`src/rtl/cache_guard_pkg.sv`:
```
package cache_guard_pkg;

    // address bits that define the low 64 KiB of each 1 MiB block
    localparam int REGION_LO = 16;
    localparam int REGION_HI = 19;
    // address bit forced low while the A20 mask is active
    localparam int WRAP_BIT  = 20;

    // control byte field positions
    localparam int CTL_NOCACHE_LOW = 0;
    localparam int CTL_FLUSH_HOLD  = 5;

    typedef enum logic [1:0] {
        ST_IDLE = 2'd0,
        ST_SCAN = 2'd1,
        ST_FULL = 2'd2
    } flush_st_e;

endpackage

```
`src/rtl/cg_regif.sv`:
```
module cg_regif #(
    parameter int          IO_W       = 16,
    parameter logic [15:0] INDEX_PORT = 16'h0022,
    parameter logic [15:0] DATA_PORT  = 16'h0023,
    parameter logic [7:0]  CTRL_INDEX = 8'hC0
) (
    input  logic            clk,
    input  logic            rst_n,
    input  logic [IO_W-1:0] io_addr,
    input  logic            io_wr,
    input  logic            io_rd,
    input  logic [7:0]      io_wdata,
    output logic [7:0]      io_rdata,
    output logic [7:0]      ctl_q
);

    logic [7:0] idx_q;
    logic       idx_vld;
    logic       hit_index;
    logic       hit_data;
    logic       sel_ctl;

    assign hit_index = (io_addr == IO_W'(INDEX_PORT));
    assign hit_data  = (io_addr == IO_W'(DATA_PORT));
    assign sel_ctl   = idx_vld && (idx_q == CTRL_INDEX);

    // index is consumed by the first data-port access after it is written
    always_ff @(posedge clk) begin
        if (!rst_n) begin
            idx_q   <= 8'h00;
            idx_vld <= 1'b0;
            ctl_q   <= 8'h00;
        end else begin
            if (io_wr && hit_index) begin
                idx_q   <= io_wdata;
                idx_vld <= 1'b1;
            end else if ((io_wr || io_rd) && hit_data) begin
                idx_vld <= 1'b0;
            end
            if (io_wr && hit_data && sel_ctl) begin
                ctl_q <= io_wdata;
            end
        end
    end

    always_comb begin
        io_rdata = 8'hFF;
        if (io_rd && hit_data && sel_ctl) begin
            io_rdata = ctl_q;
        end
    end

endmodule

```
`src/rtl/cg_sync_edge.sv`:
```
module cg_sync_edge #(
    parameter int STAGES = 2
) (
    input  logic clk,
    input  logic rst_n,
    input  logic d_async,
    output logic level,
    output logic toggle
);

    localparam int CHAIN_W = STAGES + 1;

    logic [CHAIN_W-1:0] chain;

    genvar g;
    generate
        for (g = 0; g < CHAIN_W; g++) begin : g_stage
            if (g == 0) begin : g_first
                always_ff @(posedge clk) begin
                    if (!rst_n) chain[0] <= 1'b0;
                    else        chain[0] <= d_async;
                end
            end else begin : g_next
                always_ff @(posedge clk) begin
                    if (!rst_n) chain[g] <= 1'b0;
                    else        chain[g] <= chain[g-1];
                end
            end
        end
    endgenerate

    // last synchronizer stage and one history stage
    assign level  = chain[STAGES-1];
    assign toggle = chain[STAGES-1] ^ chain[STAGES];

endmodule

```
`src/rtl/cg_flush_fsm.sv`:
```
module cg_flush_fsm
    import cache_guard_pkg::*;
#(
    parameter int IDX_W   = 4,
    parameter int TAG_W   = 24,
    parameter int TAG_LSB = 8
) (
    input  logic             clk,
    input  logic             rst_n,
    input  logic             hold_req,
    input  logic             flush_on_hold,
    input  logic             a20_toggle,
    input  logic [TAG_W-1:0] tag_rd_data,
    output logic [IDX_W-1:0] tag_idx,
    output logic             tag_inv,
    output logic             flush_all,
    output logic             flush_busy
);

    localparam logic [IDX_W-1:0] LAST_IDX = {IDX_W{1'b1}};
    localparam int RG_HI = REGION_HI - TAG_LSB;
    localparam int RG_LO = REGION_LO - TAG_LSB;

    flush_st_e        state, state_d;
    logic [IDX_W-1:0] scan_idx;
    logic             hold_q;
    logic             full_req;
    logic             scan_start;
    logic             tag_low;

    assign full_req   = hold_req && !hold_q && flush_on_hold;
    assign scan_start = (state_d == ST_SCAN) && ((state != ST_SCAN) || a20_toggle);
    assign tag_low    = (tag_rd_data[RG_HI:RG_LO] == '0);

    // next-state decision
    always_comb begin
        state_d = state;
        unique case (state)
            ST_IDLE: begin
                if (full_req)        state_d = ST_FULL;
                else if (a20_toggle) state_d = ST_SCAN;
            end
            ST_SCAN: begin
                if (full_req)                  state_d = ST_FULL;
                else if (a20_toggle)           state_d = ST_SCAN;
                else if (scan_idx == LAST_IDX) state_d = ST_IDLE;
            end
            ST_FULL: begin
                // an A20 change in this cycle is covered by the full clear
                state_d = ST_IDLE;
            end
            default: state_d = ST_IDLE;
        endcase
    end

    // state and walk registers
    always_ff @(posedge clk) begin
        if (!rst_n) begin
            state    <= ST_IDLE;
            scan_idx <= '0;
            hold_q   <= 1'b0;
        end else begin
            state  <= state_d;
            hold_q <= hold_req;
            if (scan_start)              scan_idx <= '0;
            else if (state == ST_SCAN)   scan_idx <= scan_idx + 1'b1;
        end
    end

    // outputs
    always_comb begin
        tag_idx    = scan_idx;
        tag_inv    = 1'b0;
        flush_all  = 1'b0;
        flush_busy = 1'b0;
        unique case (state)
            ST_IDLE: ;
            ST_SCAN: begin
                flush_busy = 1'b1;
                tag_inv    = tag_low;
            end
            ST_FULL: flush_all = 1'b1;
            default: ;
        endcase
    end

endmodule

```
`src/rtl/cg_region.sv`:
```
module cg_region
    import cache_guard_pkg::*;
#(
    parameter int ADDR_W = 32
) (
    input  logic [ADDR_W-1:0] acc_addr,
    input  logic              nocache_low,
    input  logic              a20_masked,
    output logic              acc_cacheable,
    output logic [ADDR_W-1:0] mem_addr
);

    localparam logic [ADDR_W-1:0] WRAP_MASK = ~(ADDR_W'(1) << WRAP_BIT);

    logic in_low;

    assign in_low        = (acc_addr[REGION_HI:REGION_LO] == '0);
    assign acc_cacheable = !(nocache_low && in_low);
    assign mem_addr      = a20_masked ? (acc_addr & WRAP_MASK) : acc_addr;

endmodule

```
`src/rtl/cache_guard.sv`:
```
module cache_guard
    import cache_guard_pkg::*;
#(
    parameter int          ADDR_W     = 32,
    parameter int          IO_W       = 16,
    parameter int          OFS_W      = 4,
    parameter int          IDX_W      = 4,
    parameter int          SYNC_STG   = 2,
    parameter logic [15:0] INDEX_PORT = 16'h0022,
    parameter logic [15:0] DATA_PORT  = 16'h0023,
    parameter logic [7:0]  CTRL_INDEX = 8'hC0,
    localparam int         TAG_LSB    = OFS_W + IDX_W,
    localparam int         TAG_W      = ADDR_W - TAG_LSB
) (
    input  logic              clk,
    input  logic              rst_n,
    input  logic [IO_W-1:0]   io_addr,
    input  logic              io_wr,
    input  logic              io_rd,
    input  logic [7:0]        io_wdata,
    output logic [7:0]        io_rdata,
    input  logic              hold_req,
    input  logic              a20_mask_in,
    input  logic [ADDR_W-1:0] acc_addr,
    output logic              acc_cacheable,
    output logic [ADDR_W-1:0] mem_addr,
    output logic [IDX_W-1:0]  tag_idx,
    input  logic [TAG_W-1:0]  tag_rd_data,
    output logic              tag_inv,
    output logic              flush_all,
    output logic              flush_busy
);

    logic [7:0] ctl_q;
    logic       a20_masked;
    logic       a20_toggle;

    cg_regif #(
        .IO_W       (IO_W),
        .INDEX_PORT (INDEX_PORT),
        .DATA_PORT  (DATA_PORT),
        .CTRL_INDEX (CTRL_INDEX)
    ) u_regif (
        .clk      (clk),
        .rst_n    (rst_n),
        .io_addr  (io_addr),
        .io_wr    (io_wr),
        .io_rd    (io_rd),
        .io_wdata (io_wdata),
        .io_rdata (io_rdata),
        .ctl_q    (ctl_q)
    );

    cg_sync_edge #(
        .STAGES (SYNC_STG)
    ) u_a20_sync (
        .clk     (clk),
        .rst_n   (rst_n),
        .d_async (a20_mask_in),
        .level   (a20_masked),
        .toggle  (a20_toggle)
    );

    cg_flush_fsm #(
        .IDX_W   (IDX_W),
        .TAG_W   (TAG_W),
        .TAG_LSB (TAG_LSB)
    ) u_fsm (
        .clk           (clk),
        .rst_n         (rst_n),
        .hold_req      (hold_req),
        .flush_on_hold (ctl_q[CTL_FLUSH_HOLD]),
        .a20_toggle    (a20_toggle),
        .tag_rd_data   (tag_rd_data),
        .tag_idx       (tag_idx),
        .tag_inv       (tag_inv),
        .flush_all     (flush_all),
        .flush_busy    (flush_busy)
    );

    cg_region #(
        .ADDR_W (ADDR_W)
    ) u_region (
        .acc_addr      (acc_addr),
        .nocache_low   (ctl_q[CTL_NOCACHE_LOW]),
        .a20_masked    (a20_masked),
        .acc_cacheable (acc_cacheable),
        .mem_addr      (mem_addr)
    );

endmodule

```
`config.mk`:
```
export PLATFORM = sky130hd
export DESIGN_NAME = cache_guard
export DESIGN_NICKNAME = d
export VERILOG_FILES = /design/src/rtl/cache_guard_pkg.sv /design/src/rtl/cg_regif.sv /design/src/rtl/cg_sync_edge.sv /design/src/rtl/cg_flush_fsm.sv /design/src/rtl/cg_region.sv /design/src/rtl/cache_guard.sv
export SDC_FILE = /design/constraint.sdc
export NUM_CORES = 1
export LEC_CHECK = 0
export BUFFER_PORTS_ARGS = -buffer_cell sky130_fd_sc_hd__clkbuf_2
export CORE_MARGIN = 5
export CORE_UTILIZATION = 41
export DETAILED_ROUTE_END_ITERATION = 10
export GPL_ROUTABILITY_DRIVEN = 1
export PLACE_DENSITY = 0.86
export SLEW_MARGIN = 20
export SYNTH_ARGS = -nofsm -noshare
export SYNTH_HDL_FRONTEND = slang
export SYNTH_SLANG_ARGS = --single-unit
```
`constraint.sdc`:
```
create_clock -name clk -period 3 [get_ports clk]
set_input_delay 0.3 -clock clk [delete_from_list [all_inputs] [get_ports clk]]
set_output_delay 0.3 -clock clk [all_outputs]
set_load 0.02 [all_outputs]
```
# Word level (Yosys, flattened, before mapping)
# Index checks and enable logic that the tools add are counted.
# totals
ff_bits	27
output_inout_bits	48
word_cells	53
# op_classes
n_addsub	1
n_eq_ne	8
muxes	13
bitwise_logic	2
reduce_logical	20
# ops
cell	n
$eq 16x6->1 const B	2
$mux 21	1
$logic_and 1x1->1	11
$mux 2	5
$eq 8x8->1 const B	1
$logic_not 4->1	2
$mux 8	1
$mux 1	5
$add 4x1->4 const B	1
$eq 2x1->1 const B	2
$eq 4x4->1 const B	1
$pmux 2 s2	1
$eq 2x2->1 const B	1
$logic_not 1->1	2
$logic_not 2->1	1
$logic_or 1x1->1	2
$ne 2x1->1 const B	1
$reduce_bool 2->1	1
$reduce_or 2->1	1
$not 1->1	1
$xor 1x1->1	1

# Depth between registers and ports, before layout
# Gate-level depths: netlist of the first run.
# logic_depth
depth_word	8
depth_mapped	6
mapped_depth_nobuf	4

# Cells and area by module
# Synthesis of the first run repeated with hierarchy kept, for this count alone.
# hier_totals
hier_cells	175
area_unflattened_um2	1556.5
# modules_own_cells
module	n_inst	cells_per_inst	area_each_um2
cg_regif	1	100	885.8
cg_flush_fsm	1	34	329.1
cg_region	1	34	252.7
cg_sync_edge	1	7	88.8

# Least setup slack after synthesis of the first run
# No wires, ideal clock.
# synth_path
path_kind	reg2out
start	reg u_fsm.state[0]
end	out tag_inv
arrival_ns	1.348
required_time_ns	2.700
path_slack_ns	1.352
stages_incl_launch_ff	5
path_cell_list	dfxtp_1 -> nor2b_1 -> clkbuf_1 -> nand2_1 -> nor3_1
# synth_via
elab_chain_cells	2
# synth_lines
item	line	source
start: declaration	cg_flush_fsm.sv:24	flush_st_e state, state_d;
start signal: assignment	cg_flush_fsm.sv:63	state <= state_d;
$eq 2x1->1	cg_flush_fsm.sv:76	unique case (state)
$mux 1	cg_flush_fsm.sv:76	
end: declaration	cache_guard.sv:29	output logic tag_inv,
# No other way between the ends.

# Worst setup path after layout of the first run
# layout_path
start	reg u_regif.idx_q[0]
end	out io_rdata[7]
# layout_via
elab_chain_cells	4
# layout_lines
item	line	source
start: declaration	cg_regif.sv:17	logic [7:0] idx_q;
start signal: assignment	cg_regif.sv:35	idx_q <= io_wdata;
$eq 8x8->1	cg_regif.sv:25	assign sel_ctl = idx_vld && (idx_q == CTRL_INDEX);
$logic_and 1x1->1	cg_regif.sv:25	
$logic_and 1x1->1	cg_regif.sv:48	if (io_rd && hit_data && sel_ctl) begin
$mux 8	cg_regif.sv:48	
end: declaration	cache_guard.sv:21	output logic [7:0] io_rdata,
# No other way between the ends.

==> impl.org, run 1 <==
** Routing
- After the first detailed-routing iteration, the DRC count stood at 70.
- Total Routed Length :: roughly 3300 um
- Once detail routing completed, the nets flagged for antenna violations numbered 0.
- In the routed design, unresolved DRC markers number 0.
- Total number of vias :: 1,263
- Via density :: around 5
- In the final routed layout, each cell accounts on average for about 13 um.
- The pre-antenna-repair detailed-routing pass consisted of 4 iterations.

** Worst setup path
- Data on the critical path is required at its endpoint by between 2000 and 3000 ps.
- On the critical path, the stage with the largest delay is an instance of sky130_fd_sc_hd__and4b_1.
- End of the worst register-to-register path :: u_regif.ctl_q[6]
- The worst register-to-register path begins at u_regif.idx_q[0].
- The signal on the critical path passes through nor4_2, and4b_1, nand3_2, or2_1, clkbuf_2.
- In this run the worst path has a maximum fanout of 9.
- In this run the worst setup path begins at u_regif.idx_q[0].
- The largest single stage delay on the critical path is 440 ps.
- Type of the setup path with the least slack :: reg2out
- Measured in cells, the most critical reg-to-reg path has a length of 4.
- The worst setup path is captured at a primary output.
- Data arrival at the endpoint of the critical path :: 1950 ps
- Family with the most delay on the worst path :: simple AND/OR/NAND/NOR gates
- The number of buffers and inverters on the critical path is 1.
- The worst setup path is launched from a register.
- The setup check on the worst reg-to-reg path leaves a slack of 1510 ps.

** Power and ir drop
- The clock network accounts for 31.7% of the total power.
- Leakage power figure :: 0.652 nW
- IR drop worst, VDD :: 163 uV
- Of the total power, the share spent switching nets is 23.8%.
- Combinational cell fraction of total power :: 11.2%
- In this run the power spent charging and discharging nets is 0.152 mW.
- Cell internal power was estimated by the tool at ~0.5 mW.
- For this design the ratio of total power to cell area is between 300 and 400 nW/um2.
- Share of power burned in registers :: around 57%

** Timing
- Setup violations remaining at the end of the flow were counted as 0.
- Measured against its own limit, the worst slew margin works out to 59.5%.
- For this run, the top clock speed supported by timing is approximately 440 MHz.
- The worst path uses 75.0% of the clock period.
- Setup repair after global routing missed its margin :: no
- The clock arrives with about 3.8 ps of skew.
- The routed design could run at a clock period as short as 2250 ps.
- Final Slew Violations :: 0
- The number of hold violations in the final report is 0.
- At the pin with the least slew margin, the transition time is 606 ps.
- Adding up every negative setup slack in the final design gives 0 ps.

** Place
- The wire-length estimate of the detail-placed layout is around 2500 um.
- Placed cell count :: ~240
- Weighted congestion at the end of routability-driven global placement :: around 0.78
- In this run the tool buffered the top-level ports with 59 buffer cells.
- The placed instances occupy a cell area of about 1600 um2.

** Synthesis
- Among all flip-flop cells after synthesis, the most frequent one is sky130_fd_sc_hd__dfxtp_1.
- In this run, synthesis produced a sequential element count of 27.
- Sequential cell area fraction in the yosys report :: between 30% and 40%
- Counting flops with a built-in enable in the synthesized netlist gives 0.
- After synthesis, the mean cell area works out to about 8.7 um2.
- Synthesis instantiated 31 different standard cells from the library.
- Yosys Warn Count :: 0
- Async set-or-reset flop fraction in the synthesized netlist :: 0%
- Number of nets in the synthesized netlist :: between 200 and 300
- Synthesis produced a netlist whose cell count is between 150 and 200.
- Post-synthesis instance area :: ~1500 um2

** Flow run
- Across the run, the number of max-cap violations was 0.

** Min path
- Hold WC Path Type :: in2reg
- For hold timing, the worst endpoint is u_a20_sync.chain[0].
- Count of cells along the worst hold path :: 2
- In this run the most critical hold path is launched from a20_mask_in.

** Clock tree
- Insertion delay to the later sink of the worst-skew pair :: between 200 and 300 ps
- In this run, CTS created clock tree buffers numbering 3.
- The number of hold buffers added after CTS was 0.
- TritonCTS built the clock tree.
- Maximum buffer depth of the clock tree :: 2
- The number of setup buffers added after CTS is 0.
- In this run the clock root is driven by a sky130_fd_sc_hd__clkbuf_8.
- Sink Count :: 27
- After clock tree synthesis, the repair step resized 0 gates.
- CTS built an H-tree with a depth of 1.
- Post-CTS clock slew at the launch and capture registers of the worst setup and hold paths :: 90 ps

** Final layout
- Fill cells in the final layout number 379.
- Final cell utilization of the core :: a little under half
- Final Instance Count excl. Fillers :: between 200 and 250
- Summing all non-filler instances in the final layout gives an area of approximately 1600 um2.
- Of the cells placed in the final design, the portion with a size suffix greater than 1 is 35.9%.
- In the final design database the tool counted ~290 nets.
- The number of antenna diodes in the final layout is 0.
- From synthesis to final layout, the design area changed by 7.83%.

** Floorplanning
- Initial core utilization :: about two fifths
- In this run the core area contains 22 standard-cell rows.
- approximately 130 I/O pins were placed.
- Die width :: between 70 and 80 um
- In this run the vertical extent of the chip is 70.9 um.
- Die ar. :: approximately 5000 um2
- Std-Cell Core Area :: between 3000 and 4000 um2

** Global routing
- The total overflow left after global routing is 0.
- Pin count of the biggest net entering global routing :: 20
- Global routing usage summed across all routing layers :: between 10% and 20%
- The first global-routing pass estimated between 5000 and 6000 um of wire.
- Number of global-route vias before repair :: 1,185
- Antenna violations before repair :: 0

** Run status
- The run finished with clean final reports.
synthesized netlist by cell type, types with 4 or more instances:
cell type | n | area, um2
sky130_fd_sc_hd__and2_1 | 5 | 31.3
sky130_fd_sc_hd__nand4_1 | 10 | 62.6
sky130_fd_sc_hd__or2_1 | 8 | 50.1
sky130_fd_sc_hd__a21oi_1 | 18 | 90.1
sky130_fd_sc_hd__dfxtp_1 | 27 | 541
sky130_fd_sc_hd__o21ai_0 | 17 | 85.1
sky130_fd_sc_hd__nand2_1 | 5 | 18.8
sky130_fd_sc_hd__clkbuf_1 | 4 | 15.0
sky130_fd_sc_hd__buf_4 | 33 | 248
sky130_fd_sc_hd__nor2_1 | 6 | 22.5
sky130_fd_sc_hd__nand4b_1 | 9 | 78.8
sky130_fd_sc_hd__nor2b_1 | 4 | 25.0
layout by cell type, fill, tap and decap left out, types with 4 or more instances in the layout:
master                     instances
sky130_fd_sc_hd__clkbuf_2         59
sky130_fd_sc_hd__o21ai_0          17
sky130_fd_sc_hd__a21oi_1          18
sky130_fd_sc_hd__nand2_1           5
sky130_fd_sc_hd__nand4_1          10
sky130_fd_sc_hd__and2_1            5
sky130_fd_sc_hd__nor2b_1           4
sky130_fd_sc_hd__or2_1             8
sky130_fd_sc_hd__nor2_1            6
sky130_fd_sc_hd__dfxtp_1          27
sky130_fd_sc_hd__nand4b_1          9
state kept, by name, summed over array words and instances, names as in the netlist:
register          cells
u_regif.idx_vld       1
u_fsm.tag_idx         4
u_fsm.state           2
u_a20_sync.level      1
u_fsm.hold_q          1
u_regif.ctl_q         8
u_regif.idx_q         8
u_a20_sync.chain      2
how the worst max path moves through the flow:
stage | to | slack (ps) | cells past startpoint
floorplan | tag_inv | 1350 | 4
global placement | io_rdata[7] | 970 | 7
detailed placement | io_rdata[7] | 960 | 7
CTS | io_rdata[7] | 730 | 5
global route | io_rdata[7] | 530 | 5
finish | io_rdata[7] | 750 | 5
metal layers:
layer	GRT usage [%]	vias to the layer above	wire length (um)
met5	0	-	0
met4	5.85	0	76
met3	2.56	14	262
met2	20.9	55	1550
met1	15.1	563	1400
li1	-	631	-
power by group through the flow:
stage / clock network [mW] / registers, mW / logic [mW]
floorplan: 0 / 0.375 / 0.0881
global placement: 0 / 0.374 / 0.0706
detailed placement: 0 / 0.374 / 0.0717
CTS: 0.207 / 0.366 / 0.0724
global route: 0.221 / 0.367 / 0.0788
finish: 0.203 / 0.366 / 0.0720
cell type report:
class                           instances  area (um2)  share of cell area, %
Tap cell                               48        60.1                   3.67
Multi-Input combinational cell        105         681                   41.6
Clock buffer                            3        41.3                   2.52
Sequential cell                        27         541                   33.0
Inverter                                2        7.51                  0.458
Clock inverter                          1        5.00                  0.306
Timing Repair Buffer                   60         303                   18.5
worst register-to-register path, delay by kind of cell, from the launching register on:
kind	cells	cell delay (ps)
simple gates	2	650
compound gates	2	390
flops	1	330
metrics by stage:
stage / hold WS [ps] / power [mW] / setup slack [ps]
after floorplan: 404 / 0.463 / 1350
after global placement: 415 / 0.444 / 975
after detailed placement: 423 / 0.446 / 963
after CTS: 224 / 0.646 / 730
after global routing: 230 / 0.666 / 531
final: 227 / 0.641 / 749
logic make-up after synthesis:
kind of cell             after synthesis  synth area share (%)
AND/OR/NAND/NOR                       62                  28.4
buffers and inverters                 42                  19.6
AO/OA/AOI/OAI                         37                  12.6
flip-flops                            27                  35.6
XOR/XNOR                               4                  2.31
multiplexers                           1                 0.659
adder cells (fa/ha/maj)                1                 0.824
Note: power is estimated with default switching activity, not from simulation.
==> run 2, diff against run 1 <==
- CORE_UTILIZATION: 41 -> 34
- PLACE_DENSITY: 0.86 -> 0.76
- clock period: 3 -> 2.07 ns (I/O delays scaled with it)
==> impl.org, run 2 (synthesized netlist as in run 1, its figures left out) <==
** Worst setup path
- Endpoint type of the worst setup path :: primary output
- The required arrival time at the worst endpoint is 1860 ps (-840 ps).
- Register-to-register setup slack :: 630 ps (-880 ps)
- Element type at the critical path start :: register
- In this run the critical register-to-register path is captured at u_regif.ctl_q[0].
- Number of cells on the worst reg-to-reg path :: 5 (+1)
- Crit-path max FO :: 8 (-1)
- The worst setup path is of the reg2out kind.
- Data arrival at the endpoint of the critical path :: 1710 ps (-240 ps)
- The worst register-to-register path begins at u_regif.idx_q[0].

** Global routing
- Met3 demand-to-capacity share in global routing :: 2.93% (+0.37 points)
- Pin count of the biggest net entering global routing :: 20 (unchanged)
- The initial antenna violation count was 0 (unchanged).
- The first-pass GRT wire length came to 5470 um (+4.9%).
- Met2 usage in global routing :: 19.4% (-1.5 points)
- The number of global-route vias before repair came to 1,214 (+2.4%).
- Gr ovfl total :: 0 (unchanged)
- The combined global-route utilization of all metal layers came to 10.9% (-1.5 points).
- The met1 global-route usage is 12.0% (-3.1 points).
- Busiest layer in global routing :: met2

** Floorplanning
- Standard-cell rows :: 24 (+9.1%)
- The count of boundary I/O pins came to 134 (unchanged).
- Initial core utilization :: 34.9% (-6.9 points)
- Die ar. :: 5900 um2 (+18%)
- Die extent in y :: 76.8 um (+8.4%)
- The width of the chip came to 76.8 um (+8.4%).
- The core region area is 4350 um2 (+20%).

** Routing
- The DRC violation total after the first TritonRoute iteration was 153 (+120%).
- Total Routed Length :: 3250 um (-1.2%)
- Number of nets with antenna violations after detailed routing :: 0 (unchanged)
- Via density :: 4.96 (-3.3%)
- The routed via count is 1,256 (-0.55%).
- Drc violations :: 0 (unchanged)
- The iteration count of the initial detailed-routing pass was 7 (+3).
- The average wire per standard cell is 12.8 um (-4.0%).

** Final layout
- Diode insertion count for antenna repair :: 0 (unchanged)
- The top cell types in the final layout, fill and taps aside, are sky130_fd_sc_hd__clkbuf_2 (59), sky130_fd_sc_hd__dfxtp_1 (27), sky130_fd_sc_hd__a21oi_1 (18).
- From synthesis to final layout, the design area changed by 10.0%.
- The core occupancy in the finished layout came to 38.4% (-6.7 points).
- Final nets :: 289 (+1.0%)
- Share of post-route cells with drive strength above 1 :: 36.3% (+0.46 points)
- Final Instance Count excl. Fillers :: 253 (+2.8%)
- Most common library cell in the layout ignoring fill and taps :: sky130_fd_sc_hd__clkbuf_2

** Place
- Weighted congestion at the end of routability-driven global placement :: 0.763 (-2.2%)
- The placed instance count was 249 (+2.9%).
- The number of buffers inserted by port buffering was 59 (unchanged).
- Detailed Place HPWL :: 2560 um (+1.9%)

** Timing
- Final worst clock skew :: 3.81 ps (+0.0456 ps)
- Setup-violating endpoint count in the final report :: 0 (unchanged)
- Transition at the pin with the smallest max-transition slack :: 501 ps (-105 ps)
- Dividing the final minimum period by the clock period gives a little over 90%.
- Normalized max-slew margin :: 66.6% (+7.1 points)
- For this run, the top clock speed supported by timing is approximately 520 MHz.
- The final total negative setup slack is 0 ps (unchanged).
- Final hold violation count :: 0 (unchanged)
- Post-Route Hold Slack :: 142 ps (-85.0 ps)
- Setup repair after global routing left no endpoint under its margin.
- Final Slew Violations :: 0 (unchanged)
- The clock period could shrink to around 1900 ps.

** Clock tree
- Count of hold buffers inserted by post-cts repair :: 0 (unchanged)
- The number of buffers inserted during clock tree synthesis came to 3 (unchanged).
- The clock sink count was 27 (unchanged).
- Post-CTS clock slew at the launch and capture registers of the worst setup and hold paths :: 90 ps (about the same)
- The number of buffers on the longest clock path was 2 (unchanged).
- The H-tree depth reported by CTS was 1 (unchanged).
- TritonCTS built the clock tree.
- In this run the clock root is driven by a sky130_fd_sc_hd__clkbuf_8.
- The insertion delay of the later-clocked pin in the worst-skew pair came to 270 ps (about the same).

** Power and ir drop
- Leakage power figure :: 0.663 nW (+1.8%)
- The maximum vdd ir drop came to 284 uV (+74%).
- The power density over the cells was 554 nW/um2 (+42%).

** Min path
- Count of cells along the worst hold path :: 2 (unchanged)
- Sink of the worst hold path :: u_a20_sync.chain[0]
- The worst hold path begins at a20_mask_in.
- Hold WC Path Type :: in2reg

** Run status
- The flow ran to the end, and the final reports show no timing, DRC or antenna violations.

** Flow run
- The reported max-cap violation count came to 0 (unchanged).
-- run 2: what timing repair did --
action / in CTS / in global routing
gates resized for setup: 0 / 1
setup buffers: 0 / 0
endpoints found under the setup margin: 0 / 1
-- run 2: area by class of cell --
type | count | area [um2]
multi-input combinational | 105 | 688
fill | 429 | 2680
inverter | 2 | 7.51
timing repair buffer | 63 | 325
tap | 52 | 65.1
clock buffer | 4 | 45.0
sequential | 27 | 541
-- run 2: report_power, final --
group	leakage [nW]	switching, mW	total (mW)	internal, mW
Clock	0.0228	0.153	0.290	0.138
Combinational	0.422	0.0576	0.106	0.0488
Sequential	0.218	0.00454	0.530	0.526
-- run 2: worst max path at each step --
stage / cells past startpoint / to / from / slack (ps)
6_report: 5 / io_rdata[5] / u_regif.idx_q[0] / 150
5_1_grt: 5 / io_rdata[5] / u_regif.idx_q[0] / 30
4_1_cts: 5 / io_rdata[7] / u_regif.idx_q[0] / 120
2_1_floorplan: 4 / tag_inv / u_fsm.state[0] / 510
3_5_place_dp: 6 / io_rdata[7] / io_addr[4] / 410
3_3_place_gp: 6 / io_rdata[7] / io_addr[9] / 430
-- run 2: critical path: stages (launching register included) --
cell and delay, ps:
sky130_fd_sc_hd__dfxtp_1 320, sky130_fd_sc_hd__nor4_2 300, sky130_fd_sc_hd__and4b_1 310, sky130_fd_sc_hd__nand3_4 120
sky130_fd_sc_hd__or2_1 230, sky130_fd_sc_hd__clkbuf_2 160
-- run 2: through the flow --
stage	instance area [um2]	power, mW	setup slack [ps]
floorplan	1520	0.672	515
global placement	1620	0.646	430
detailed placement	1620	0.649	413
CTS	1660	0.938	124
global route	1670	0.969	26.0
finish	1670	0.927	153
-- run 2: metal layers --
metal	vias up	share of wire, %
met1	575	39
met5	-	0
met4	0	1.8
li1	640	-
met3	6	7.1
met2	35	52
